[src/rtl/irq_res_pkg.sv]
package irq_res_pkg;

    // Widest level number the resolver can report
    localparam int MAX_LEVELS = 7;
    localparam int LVL_W      = 3;

    typedef enum logic [0:0] {
        RS_IDLE = 1'b0,
        RS_REQ  = 1'b1
    } rs_state_e;

endpackage

[src/rtl/irq_pend_reg.sv]
module irq_pend_reg
    import irq_res_pkg::*;
#(
    parameter int                              NUM_LINES  = 32,
    parameter int                              NUM_IRQ    = 24,
    parameter int                              NUM_TIMERS = 2,
    parameter logic [NUM_LINES-1:0]            EDGE_MASK  = '0,
    parameter logic [NUM_TIMERS-1:0][7:0]      TIMER_LINE = '0,
    localparam int                             IDX_W      = $clog2(NUM_LINES)
) (
    input  logic                  clk,
    input  logic                  rst_n,
    input  logic                  ev_valid,
    input  logic [IDX_W-1:0]      ev_idx,
    input  logic                  ev_active,
    input  logic [NUM_TIMERS-1:0] tmr_hit,
    input  logic                  clr_we,
    input  logic [NUM_LINES-1:0]  clr_mask,
    output logic [NUM_LINES-1:0]  pend_q
);

    localparam logic [IDX_W:0] IDX_LIMIT = (IDX_W+1)'(NUM_IRQ);

    logic                 idx_ok;
    logic [NUM_LINES-1:0] pend_d;

    assign idx_ok = ({1'b0, ev_idx} < IDX_LIMIT);

    always_comb begin
        pend_d = pend_q;
        // software clear only reaches edge-type lines
        if (clr_we) begin
            pend_d = pend_d & ~(clr_mask & EDGE_MASK);
        end
        // deassert drops level-type lines only
        if (ev_valid && idx_ok && !ev_active && !EDGE_MASK[ev_idx]) begin
            pend_d[ev_idx] = 1'b0;
        end
        // sets are applied last so they win over any clear
        if (ev_valid && idx_ok && ev_active) begin
            pend_d[ev_idx] = 1'b1;
        end
        for (int t = 0; t < NUM_TIMERS; t++) begin
            if (tmr_hit[t]) begin
                pend_d[TIMER_LINE[t][IDX_W-1:0]] = 1'b1;
            end
        end
        // lines beyond the configured count never hold state
        for (int i = 0; i < NUM_LINES; i++) begin
            if (i >= NUM_IRQ) begin
                pend_d[i] = 1'b0;
            end
        end
    end

    always_ff @(posedge clk or negedge rst_n) begin
        if (!rst_n) begin
            pend_q <= '0;
        end else begin
            pend_q <= pend_d;
        end
    end

endmodule

[src/rtl/irq_level_scan.sv]
module irq_level_scan
    import irq_res_pkg::*;
#(
    parameter int                                   NUM_LINES  = 32,
    parameter int                                   NUM_LEVELS = 5,
    parameter logic [MAX_LEVELS:0][NUM_LINES-1:0]   LEVEL_MASK = '0
) (
    input  logic [NUM_LINES-1:0] eff_set,
    input  logic [LVL_W-1:0]     cur_level,
    output logic                 any_hit,
    output logic [LVL_W-1:0]     best_level
);

    logic [NUM_LEVELS:0] lvl_hit;

    assign lvl_hit[0] = 1'b0;

    // one qualifier per configured level
    for (genvar L = 1; L <= NUM_LEVELS; L++) begin : g_lvl
        assign lvl_hit[L] = (|(LEVEL_MASK[L] & eff_set)) &&
                            (LVL_W'(L) > cur_level);
    end

    // later (higher) levels overwrite, so the top hit wins
    always_comb begin
        best_level = '0;
        for (int l = 1; l <= NUM_LEVELS; l++) begin
            if (lvl_hit[l]) begin
                best_level = LVL_W'(l);
            end
        end
    end

    assign any_hit = |lvl_hit;

endmodule

[src/rtl/irq_res_fsm.sv]
module irq_res_fsm
    import irq_res_pkg::*;
(
    input  logic             clk,
    input  logic             rst_n,
    input  logic             any_hit,
    input  logic [LVL_W-1:0] best_level,
    output logic [LVL_W-1:0] level_q,
    output logic             req_o
);

    rs_state_e state_q, state_d;

    always_comb begin
        state_d = state_q;
        unique case (state_q)
            RS_IDLE: if (any_hit)  state_d = RS_REQ;   // RAISE
            RS_REQ:  if (!any_hit) state_d = RS_IDLE;  // DROP
            default: state_d = RS_IDLE;
        endcase
    end

    always_ff @(posedge clk or negedge rst_n) begin
        if (!rst_n) begin
            state_q <= RS_IDLE;
            level_q <= '0;
        end else begin
            state_q <= state_d;
            level_q <= any_hit ? best_level : '0;
        end
    end

    always_comb begin
        req_o = (state_q == RS_REQ);
    end

endmodule

[src/rtl/irq_level_resolver.sv]
module irq_level_resolver
    import irq_res_pkg::*;
#(
    parameter int NUM_LINES  = 32,
    parameter int NUM_IRQ    = 24,
    parameter int NUM_LEVELS = 5,
    parameter int NUM_TIMERS = 2,
    // index 0 unused; index L holds the lines of level L
    parameter logic [MAX_LEVELS:0][NUM_LINES-1:0] LEVEL_MASK = {
        32'h0000_0000, 32'h0000_0000, 32'h000F_0000, 32'h00F0_0000,
        32'h0000_F000, 32'h0000_0F00, 32'h0000_00FF, 32'h0000_0000},
    // 1 = edge-type line, 0 = level-type line; timer lines are edge-type
    parameter logic [NUM_LINES-1:0]         EDGE_MASK  = 32'h00E5_5A7C,
    parameter logic [NUM_TIMERS-1:0][7:0]   TIMER_LINE = {8'd22, 8'd6},
    localparam int                          IDX_W      = $clog2(NUM_LINES)
) (
    input  logic                  clk,
    input  logic                  rst_n,
    input  logic                  irq_valid_i,
    input  logic [IDX_W-1:0]      irq_idx_i,
    input  logic                  irq_active_i,
    input  logic [NUM_TIMERS-1:0] tmr_match_i,
    input  logic                  en_we_i,
    input  logic [NUM_LINES-1:0]  en_wdata_i,
    input  logic                  clr_we_i,
    input  logic [NUM_LINES-1:0]  clr_mask_i,
    input  logic [LVL_W-1:0]      cur_level_i,
    output logic [NUM_LINES-1:0]  pending_o,
    output logic [NUM_LINES-1:0]  enable_o,
    output logic [LVL_W-1:0]      pend_level_o,
    output logic                  irq_req_o
);

    logic [NUM_LINES-1:0] pend_q;
    logic [NUM_LINES-1:0] en_q;
    logic [NUM_LINES-1:0] eff_set;
    logic                 any_hit;
    logic [LVL_W-1:0]     best_level;

    always_ff @(posedge clk or negedge rst_n) begin
        if (!rst_n) begin
            en_q <= '0;
        end else if (en_we_i) begin
            en_q <= en_wdata_i;
        end
    end

    irq_pend_reg #(
        .NUM_LINES (NUM_LINES),
        .NUM_IRQ   (NUM_IRQ),
        .NUM_TIMERS(NUM_TIMERS),
        .EDGE_MASK (EDGE_MASK),
        .TIMER_LINE(TIMER_LINE)
    ) i_pend (
        .clk      (clk),
        .rst_n    (rst_n),
        .ev_valid (irq_valid_i),
        .ev_idx   (irq_idx_i),
        .ev_active(irq_active_i),
        .tmr_hit  (tmr_match_i),
        .clr_we   (clr_we_i),
        .clr_mask (clr_mask_i),
        .pend_q   (pend_q)
    );

    assign eff_set = pend_q & en_q;

    irq_level_scan #(
        .NUM_LINES (NUM_LINES),
        .NUM_LEVELS(NUM_LEVELS),
        .LEVEL_MASK(LEVEL_MASK)
    ) i_scan (
        .eff_set   (eff_set),
        .cur_level (cur_level_i),
        .any_hit   (any_hit),
        .best_level(best_level)
    );

    irq_res_fsm i_fsm (
        .clk       (clk),
        .rst_n     (rst_n),
        .any_hit   (any_hit),
        .best_level(best_level),
        .level_q   (pend_level_o),
        .req_o     (irq_req_o)
    );

    assign pending_o = pend_q;
    assign enable_o  = en_q;

endmodule

[config.mk]
export PLATFORM = sky130hd
export DESIGN_NAME = irq_level_resolver
export DESIGN_NICKNAME = d
export VERILOG_FILES = /design/src/rtl/irq_res_pkg.sv /design/src/rtl/irq_pend_reg.sv /design/src/rtl/irq_level_scan.sv /design/src/rtl/irq_res_fsm.sv /design/src/rtl/irq_level_resolver.sv
export SDC_FILE = /design/constraint.sdc
export NUM_CORES = 1
export LEC_CHECK = 0
export ABC_AREA = 1
export CORE_MARGIN = 2
export CORE_UTILIZATION = 43
export DETAILED_ROUTE_END_ITERATION = 16
export GPL_TIMING_DRIVEN = 0
export HOLD_SLACK_MARGIN = 0.1
export PLACE_DENSITY_LB_ADDON = 0.08
export SLEW_MARGIN = 10
export SYNTH_ARGS = -nofsm -noshare
export SYNTH_HDL_FRONTEND = slang
export SYNTH_SLANG_ARGS = --single-unit
[constraint.sdc]
create_clock -name clk -period 2.12 [get_ports clk]
set_clock_uncertainty 0.1 [all_clocks]
set_input_delay 0.424 -clock clk [delete_from_list [all_inputs] [get_ports clk]]
set_output_delay 0.424 -clock clk [all_outputs]
set_load 0.03 [all_outputs]
Word level (Yosys, flattened, before mapping)

Memory sizes are Yosys's and may differ from the RTL's.
Index checks and enable logic that the tools add are counted.

Bits in registers: 60
ROM bits: 32
Input port bits: 80
Output and inout port bits: 68
Logic and storage cells: 52
Memories kept: 1

Magnitude comparators: 8
Mux-type cells: 15
Bitwise logic cells: 6
Reduce and logical (&&, ||, !) cells: 18

Memories:

| name             | depth | bits a word | rd ports | clocked after memory_dff | write ports | line               | RTL |
|---|---|---|---|---|---|---|---|
| (name not given) | 32    | 1           | 1        | 0                        | 0           | irq_pend_reg.sv:36 | `if (ev_valid && idx_ok && !ev_active && !EDGE_MASK[ev_idx]) begin` |

Operators with widths:

| kind               | count |
|---|---|
| $and 24x24->24     | 3 |
| $mux 24            | 3 |
| $not 24->24        | 2 |
| $or 24x24->24      | 1 |
| $reduce_or 4->1    | 4 |
| $mux 3             | 5 |
| $logic_and 1x1->1  | 10 |
| $reduce_or 8->1    | 1 |
| $gt 2x3->1 const A | 2 |
| $gt 3x3->1 const A | 2 |
| $lt 5x6->1 const B | 1 |
| $mux 1             | 6 |
| $demux 1 s5        | 1 |
| $ge 5x1->1 const B | 1 |
| $lt 5x5->1 const B | 1 |
| $reduce_or 5->1    | 1 |
| $gt 1x3->1 const A | 1 |
| $logic_not 1->1    | 2 |

Logic depth before layout (Yosys ltp)

Gate-level depths: netlist (run 1).

Depth after elaboration: 10
Gate-level depth with buffers: 8
Depth with buffers taken out: 8

By module

A second synthesis (run 1) with hierarchy kept.

Cell total of the unflattened synthesis: 446
Area, all modules: 3,251.9 um^2

By module, submodules not included:

| module             | instances | cells each | area each (um^2) | seq. area each (um^2) |
|---|---|---|---|---|
| irq_level_resolver | 1         | 200        | 1,532.7          | 800.8 |
| irq_pend_reg       | 1         | 193        | 1,403.8          | 600.6 |
| irq_level_scan     | 1         | 43         | 192.7            | 0.0 |
| irq_res_fsm        | 1         | 10         | 122.6            | 100.1 |

Worst setup path before layout (run 1)

Ideal clock, no wire load.

Kind: input port to flip-flop
Start: in irq_idx_i[0]
End: reg i_pend.pend_q[0]
Setup time: 125 ps
Arrival: 1,194 ps
Data required time: 1,895 ps
Path slack: 702 ps
Cell stages on the path: 7
Buffers on the path: 1
Cell sequence: buf_2 > nor2_1 > nor2_1 > nor2_1 > nand3_4 > nand2_1 > nand3_1

Word-level cells in the longest chain between the ends: 9
Elaborated cells on any way between the ends: 18
Classes of those cells: order compare (3); mux (5); bitwise (3); reduce/logical (6); memory (1)

RTL lines:

| what                                                                  | line                                   | RTL |
|---|---|---|
| start, declared                                                       | irq_level_resolver.sv:20               | `input logic [IDX_W-1:0] irq_idx_i,` |
| $lt 5x6->1 (not written as such) / $ge 5x1->1 (equally long branches) | irq_pend_reg.sv:37, irq_pend_reg.sv:41 |  |
| $logic_and 1x1->1 (not written as such)                               | irq_pend_reg.sv:37, irq_pend_reg.sv:41 |  |
| $mux 1 (not written as such)                                          | irq_pend_reg.sv:37, irq_pend_reg.sv:41 |  |
| $demux 1 s5                                                           | n/a                                    |  |
| $not 24->24 (no line)                                                 | n/a                                    |  |
| $and 24x24->24 (no line)                                              | n/a                                    |  |
| $mux 24                                                               | irq_pend_reg.sv:36                     |  |
| $or 24x24->24 (no line)                                               | n/a                                    |  |
| $mux 24 (*)                                                           | irq_pend_reg.sv:40                     | `if (ev_valid && idx_ok && ev_active) begin` |
| via i_pend.pend_d[0]                                                  | irq_pend_reg.sv:25                     | `logic [NUM_LINES-1:0] pend_d;` |
| end signal, assigned                                                  | irq_pend_reg.sv:60                     | `pend_q <= pend_d;` |
| end, declared                                                         | irq_pend_reg.sv:19                     | `output logic [NUM_LINES-1:0] pend_q` |

Mark *: on every way through the listed nets, which the timed path passes. The rest lies on a longest branch. The select of a mux whose other input is x is not followed.
A chain may end at the register's enable or synchronous reset.

Worst setup path in the final report (run 1)

Start: reg i_pend.pend_q[10]
End: out pending_o[10]

RTL lines:

| what          | line                     | RTL |
|---|---|---|
| end, declared | irq_level_resolver.sv:28 | `output logic [NUM_LINES-1:0] pending_o,` |

No word-level cell between the ends.

==> results of run 1 <==
## logic make-up after synthesis
logic type,share of synthesized area (%)
AO/OA/AOI/OAI,4.95
other,0.127
multiplexers,10.3
buffers and inverters,7.48
AND/OR/NAND/NOR,26.4
flip-flops,50.7
## area by class of cell
type,count,area [sq um]
multi-input cells,243,1260
repair buffers,119,1190
plain buffers,18,116
well taps,80,100
flip-flops and latches,60,1500
clock inverters,4,72.6
clock buffers,12,145
inverters,28,105
fillers,555,2230
## registers in the layout (all words and copies together), names as in the netlist
name / flops
enable_o: 32
i_fsm.level_q: 3
i_fsm.req_o: 1
i_pend.pend_q: 24
## worst register-to-register path, cell delays in order (launching register included)
cell and delay (ns):
dfrtp_1 0.40, inv_1 0.13, o21ai_0 0.10, nor2_1 0.10, nor2_1 0.07, nor2_1 0.15, inv_1 0.07, nor2_1 0.08
## metal layers
metal  vias to the layer above  part of all wire [%]  GRT usage (%)
li1                       1364                     -              -
met1                      1256                    45           29.8
met2                        90                    46           34.9
met3                        13                   6.3           5.12
met4                         0                   2.0           8.95
met5                         -                     0              0
## worst paths after layout
check                                        endpoint                   startpoint  depth (start not counted)  slack [ns]
setup / recovery                        pending_o[10]  i_pend.pend_q[10]$_DFF_PN0_                          1        0.10
hold / removal             i_pend.pend_q[5]$_DFF_PN0_                 irq_idx_i[0]                          3        0.34
setup reg to reg           i_fsm.level_q[1]$_DFF_PN0_  i_pend.pend_q[20]$_DFF_PN0_                          7        0.86
hold reg to reg              enable_o[25]$_DFFE_PN0P_     enable_o[25]$_DFFE_PN0P_                          1        0.40
max in group asynchronous     enable_o[8]$_DFFE_PN0P_                        rst_n                          2        0.82
min in group asynchronous    enable_o[30]$_DFFE_PN0P_                        rst_n                          2        0.58
## stage by stage
stage | cells | util, % | hold WS, ns | area (sq um)
3_3_place_gp | 547 | 63.5 | 0.388 | 4270
4_1_cts | 564 | 66.9 | 0.338 | 4490
6_report | 564 | 66.9 | 0.341 | 4490
5_1_grt | 564 | 66.9 | 0.376 | 4490
2_1_floorplan | 349 | - | 0.0284 | 2990
3_5_place_dp | 547 | 63.5 | 0.394 | 4260
## layout by cell type (no fill, tap or decap), drive strengths merged
cell type and n:
clkdlybuf4s50 117, nand2 102, dfrtp 60, nor2 42, nand3 33, inv 28, mux2 27, buf 17
o21ai 15, clkbuf 14, conb 8, o31ai 7, nor3 4, bufinv 2, a21oi 1, nand3b 1
or2 1, o21bai 1, a31oi 1, clkinv 1, clkinvlp 1, dlygate4sd3 1
## power groups by stage
stage                     clock, mW  sequential, mW  combinational, mW
after detailed placement          0            1.45               1.25
after global routing           1.22            1.45               1.35
final                          1.14            1.43               1.25
after floorplan                   0            1.75              0.367
after global placement            0            1.44               1.24
after CTS                      1.15            1.43               1.26
## repair_timing
action                                 CTS  global route
endpoints found under the hold margin   38             0
hold buffers                             1             0
resized for setup                        0             0
==> flow_summary.json, run 1 <==
{
  "cp_slowest_cell": "clkdlybuf4s50_1",
  "period_minus_slack_ns": 2.02,
  "synth_edf_count": 0,
  "remaining_drc_errors": 0,
  "postCtsSetupBuffers": 0,
  "max_slew_margin_pct": 49.8,
  "cap_violations": 0,
  "io_pins": 148,
  "grt_max_degree": 61,
  "crit_chain": "clkdlybuf4s50_1",
  "pwr-share-comb_pct": 32.6,
  "synth_top_area_cell": "dfrtp_1",
  "crit_fanout": 4,
  "n_antenna_cell": 0,
  "p_leak_nw": 2.05,
  "intPower_mw": 2.54,
  "drtAntennaViolNets": 0,
  "clk-insertion-delay-late_ns": 0.34,
  "synth.avg_cell_area_sq_um": 8.65,
  "critPathTopFamily": "buffers and inverters",
  "clk_pin_slew_ns": 0.07,
  "crit_type": "reg2out",
  "async_flop_share_pct": 100,
  "netSwitchingFraction_pct": 33.5,
  "crit_buf_inv": 1,
  "finalCritPeriodShare_pct": 95.2,
  "die-area_sq_um": 7560,
  "yosysMostFrequentCell": "nand2_1",
  "arrival_ns": 1.49,
  "grt_usage_pct": 22.2,
  "cts-htree-levels": 3,
  "area_growth_pct": 51.8,
  "ctsRootBufferMaster": "clkbuf_8",
  "p_total_mw": 3.82,
  "final-hold-violation-count": 0,
  "cts_tree": "built",
  "worst_pin_slew_ns": 0.752,
  "totalWireLength_mm": 8.00,
  "place_ws_ns": 0.0502,
  "fin_nets": 559,
  "setup_viol": 0,
  "ctsLongestPathBuffers": 2,
  "dp_hpwl_mm": 6.05,
  "core_sq_um": 6720,
  "start_util_pct": 44.0,
  "synth-seq-area-share_pct": 50.7,
  "drtIter0Drc": 111,
  "synth_commonest_cells": "99 x nand2_1, 60 x dfrtp_1, 39 x nor2_1",
  "yosys_warnings": 0,
  "grt_pass1_vias": 2677,
  "seqPwrFrac_pct": 37.4,
  "core.rowCount": 30,
  "vias": 2723,
  "fmax_mhz": 496,
  "grt_setup_unrepaired": "no",
  "power_density_nw_per_um2": 849,
  "firstDrtPassIters": 4,
  "critical_path.max_stage_delay_ns": 0.72,
  "synth_top_area_share_pct": 50.7,
  "setup_slack_ns": 0.102,
  "layout-drive-gt1-share_pct": 14.0,
  "cts_buffers": 9,
  "synthTopCellsByArea": "dfrtp_1 51%, nand2_1 13%, mux2_2 10%",
  "slew_violations": 0,
  "status": "completed",
  "antenna_found_initial": 0,
  "cts.sinks": 60,
  "syn_area_sq_um": 2960,
  "peakVddDrop_mv": 0.532,
  "die_w_um": 87.0,
  "crit_path_end_kind": "primary output",
  "synth-seq-cells": 60,
  "port_buffers": 118,
  "synthFlopType": "dfrtp_1",
  "p_sw_mw": 1.28,
  "holdCritPathClass": "in2reg",
  "grt-ovfl-total": 0,
  "vias_per_cell": 4.83,
  "wire_per_inst_um": 14.2,
  "start_kind": "flop",
  "fin_tns_setup_ns": 0,
  "die_y_um": 87.0,
  "cp_data_required_time_ns": 1.60,
  "clockPowerShare_pct": 29.9,
  "grt_pass1_wl_mm": 12.9,
  "syn_inst": 342,
  "synth.distinct_cells": 24,
  "gp_congestion": 0.797
}
No activity file was read; power rests on OpenSTA's default activity.
==> run 2, diff against run 1 <==
--- a/config.mk
+++ b/config.mk
@@ -16,3 +16,4 @@
 export SYNTH_ARGS = -nofsm -noshare
 export SYNTH_HDL_FRONTEND = slang
 export SYNTH_SLANG_ARGS = --single-unit
+export TNS_END_PERCENT = 100
==> results of run 2 <==
No change in the layout: final DEF, timing and power equal those of run 1.
==> run 3, diff against run 2 <==
--- a/config.mk
+++ b/config.mk
@@ -5,9 +5,9 @@
 export SDC_FILE = /design/constraint.sdc
 export NUM_CORES = 1
 export LEC_CHECK = 0
-export ABC_AREA = 1
+export ABC_AREA = 0
 export CORE_MARGIN = 2
-export CORE_UTILIZATION = 43
+export CORE_UTILIZATION = 42
 export DETAILED_ROUTE_END_ITERATION = 16
 export GPL_TIMING_DRIVEN = 0
 export HOLD_SLACK_MARGIN = 0.1
==> run 3 against run 2 <==
Die area shrank 6.5%; global-route usage decreased by 1.2 points; synthesized cell count down 33%; clock-buffer cell count unchanged; combinational power down 36%; utilization is 0.10 points lower; register-to-register slack got worse by 0.32 ns; sequential power down 8%.
==> flow_summary.json, run 3 <==
{
  "setup_viol": 0,
  "drtIter0Drc": 55,
  "synth-seq-area-share_pct": 55.8,
  "async_flop_share_pct": 100,
  "status": "completed",
  "detailed_place.area_sq_um": 4000,
  "p_leak_nw": 1.76,
  "rr_startpoint": "i_pend.pend_q[22]$_DFF_PN0_",
  "n_antenna_cell": 0,
  "cts.sinks": 60,
  "cp-endpoint": "pending_o[20]",
  "synth_commonest_cells": "60 x dfrtp_1, 31 x mux2_2, 29 x nand2_1",
  "critical_path.max_stage_delay_ns": 0.70,
  "cp_slowest_cell": "clkdlybuf4s50_1",
  "finish.utilization_pct": 66.8,
  "crit_cells": 1,
  "holdCritPathClass": "in2reg",
  "totalWireLength_mm": 7.26,
  "timing.hold.ws_ns": 0.376,
  "antenna_found_initial": 0,
  "critPathTopFamily": "buffers and inverters",
  "fin_nets": 447,
  "synth.distinct_cells": 46,
  "syn_inst": 229,
  "gr-usage-met2_pct": 33.3,
  "crit_fanout": 4,
  "synthTopCellsByArea": "dfrtp_1 56%, mux2_2 13%, nand2_1 4.0%",
  "synth_top_area_share_pct": 55.8,
  "grt_pass1_vias": 2250,
  "final_common_cell": "clkdlybuf4s50_1",
  "period_minus_slack_ns": 1.96,
  "clk-insertion-delay-late_ns": 0.32,
  "dp_hpwl_mm": 5.48,
  "largest_reg_flops": 32,
  "finalCritPeriodShare_pct": 92.4,
  "clockPowerShare_pct": 30.2,
  "synth.avg_cell_area_sq_um": 11.8,
  "wire_per_inst_um": 16.2,
  "use_met1_pct": 28.2,
  "rr_worst_depth": 4,
  "grt-ovfl-total": 0,
  "power_density_nw_per_um2": 723,
  "gp_congestion": 0.792,
  "core.rowCount": 29,
  "grt_usage_pct": 21.0,
  "fmax_mhz": 511,
  "p_total_mw": 3.03,
  "place_inst": 432,
  "vias_per_cell": 5.08,
  "port_buffers": 119,
  "ctsRootBufferMaster": "clkbuf_8",
  "clk_pin_slew_ns": 0.06,
  "crit_buf_inv": 1,
  "postCtsSetupBuffers": 0,
  "grt_max_degree": 61,
  "die_w_um": 84.1,
  "crit_chain": "clkdlybuf4s50_1",
  "slew_violations": 0,
  "area_growth_pct": 55.6,
  "io_pins": 148,
  "synth_top_area_cell": "dfrtp_1",
  "top_usage_layer": "met2",
  "grtUsageMet3_pct": 5.04,
  "r2r-end": "i_fsm.req_o$_DFF_PN0_",
  "intPower_mw": 2.13,
  "final_cell_mix": "118 x clkdlybuf4s50_1, 60 x dfrtp_1, 31 x mux2_2",
  "start_kind": "flop",
  "synth-seq-cells": 60,
  "remaining_drc_errors": 0,
  "yosysMostFrequentCell": "dfrtp_1",
  "syn_area_sq_um": 2690,
  "core_sq_um": 6280,
  "layout-drive-gt1-share_pct": 18.6,
  "cts-htree-levels": 3,
  "arrival_ns": 1.43,
  "crit_path_end_kind": "primary output",
  "yosys_warnings": 0,
  "pwr-share-comb_pct": 26.3,
  "vias": 2269,
  "cp_data_required_time_ns": 1.60,
  "max_slew_margin_pct": 49.7,
  "netSwitchingFraction_pct": 29.6,
  "peakVddDrop_mv": 0.395,
  "die-area_sq_um": 7070,
  "firstDrtPassIters": 6,
  "worstSetupStartpoint": "i_pend.pend_q[20]$_DFF_PN0_",
  "cts_buffers": 9,
  "synth_edf_count": 0,
  "cts_tree": "built",
  "ctsLongestPathBuffers": 2,
  "start_util_pct": 42.9,
  "cap_violations": 0,
  "fin_cells": 447,
  "drtAntennaViolNets": 0,
  "final-hold-violation-count": 0,
  "grt_setup_unrepaired": "no",
  "p_sw_uw": 898,
  "worst_pin_slew_ns": 0.755,
  "grt_pass1_wl_mm": 11.5,
  "ff2ff_setup_slack_ns": 0.54,
  "seqPwrFrac_pct": 43.5,
  "die_y_um": 84.1,
  "final_cell_area_sq_um": 4190,
  "crit_type": "reg2out",
  "synthFlopType": "dfrtp_1"
}
-- run 3: cell types whose count changed in the layout (fill, tap and decap cells not counted), moves of 4 or more --
cell,delta
a22o_1,+9
a22oi_1,+7
inv_1,-23
mux2_2,+4
nand2_1,-70
nand3_1,-32
nor2_1,-30
o21ai_0,+4
o31ai_1,-5
-- run 3: repair_timing --
item | CTS | global route
resized for setup | 0 | 1
hold buffers | 1 | 0
endpoints found under the hold margin | 23 | 0
endpoints found under the setup margin | 0 | 1
-- run 3: per-layer routing --
layer	share of wire (%)	vias up
li1	-	1086
met1	44	1091
met2	50	84
met3	5.0	8
met4	1.2	0
met5	0	-
-- run 3: stage by stage --
step	TNS (ns)	setup slack [ns]
finish	0	0.161
global route	0	0.105
CTS	0	0.128
detailed placement	-0.469	-0.174
global placement	-85.74	-1.42
floorplan	0	0.506
-- run 3: logic make-up (layout without fill, tap and decap cells) --
kind of cell / after synthesis / after routing / share of synthesized area, %
mux: 33 / 33 / 13.8
compound gates: 54 / 54 / 13.6
flops: 60 / 60 / 55.8
other cells: 1 / 8 / 0.139
buf+inv: 17 / 151 / 3.95
simple gates: 64 / 64 / 12.8
-- run 3: area by class of cell --
class                           count  area (sq um)
Inverter                            2          7.51
Clock inverter                      2          10.0
Fill cell                         516          2090
Clock buffer                       12           165
Buffer                             15          98.8
Timing Repair Buffer              120          1200
Multi-Input combinational cell    159          1110
Sequential cell                    60          1500
Tap cell                           77          96.3
-- run 3: power groups by stage --
stage | clock (mW) | sequential (mW) | combinational [mW]
2_1_floorplan | 0 | 1.53 | 0.209
3_3_place_gp | 0 | 1.33 | 0.792
3_5_place_dp | 0 | 1.34 | 0.801
4_1_cts | 0.936 | 1.32 | 0.805
5_1_grt | 0.991 | 1.33 | 0.846
6_report | 0.915 | 1.32 | 0.798
-- run 3: worst register-to-register path, stage by stage, from the launching register on --
cell	delay (ns)
dfrtp_1	0.40
a22o_1	0.25
a221oi_1	0.34
a22oi_1	0.19
nand3b_1	0.20
-- run 3: worst min path at each step --
stage	slack, ns	cells after the start	from	endpoint
after floorplan	0.03	0	rst_n	enable_o[0]$_DFFE_PN0P_
after global placement	0.39	1	enable_o[27]$_DFFE_PN0P_	enable_o[27]$_DFFE_PN0P_
after detailed placement	0.39	1	enable_o[28]$_DFFE_PN0P_	enable_o[28]$_DFFE_PN0P_
after CTS	0.36	4	irq_idx_i[4]	i_pend.pend_q[1]$_DFF_PN0_
after global routing	0.38	3	irq_idx_i[4]	i_pend.pend_q[6]$_DFF_PN0_
final	0.38	4	irq_idx_i[4]	i_pend.pend_q[1]$_DFF_PN0_
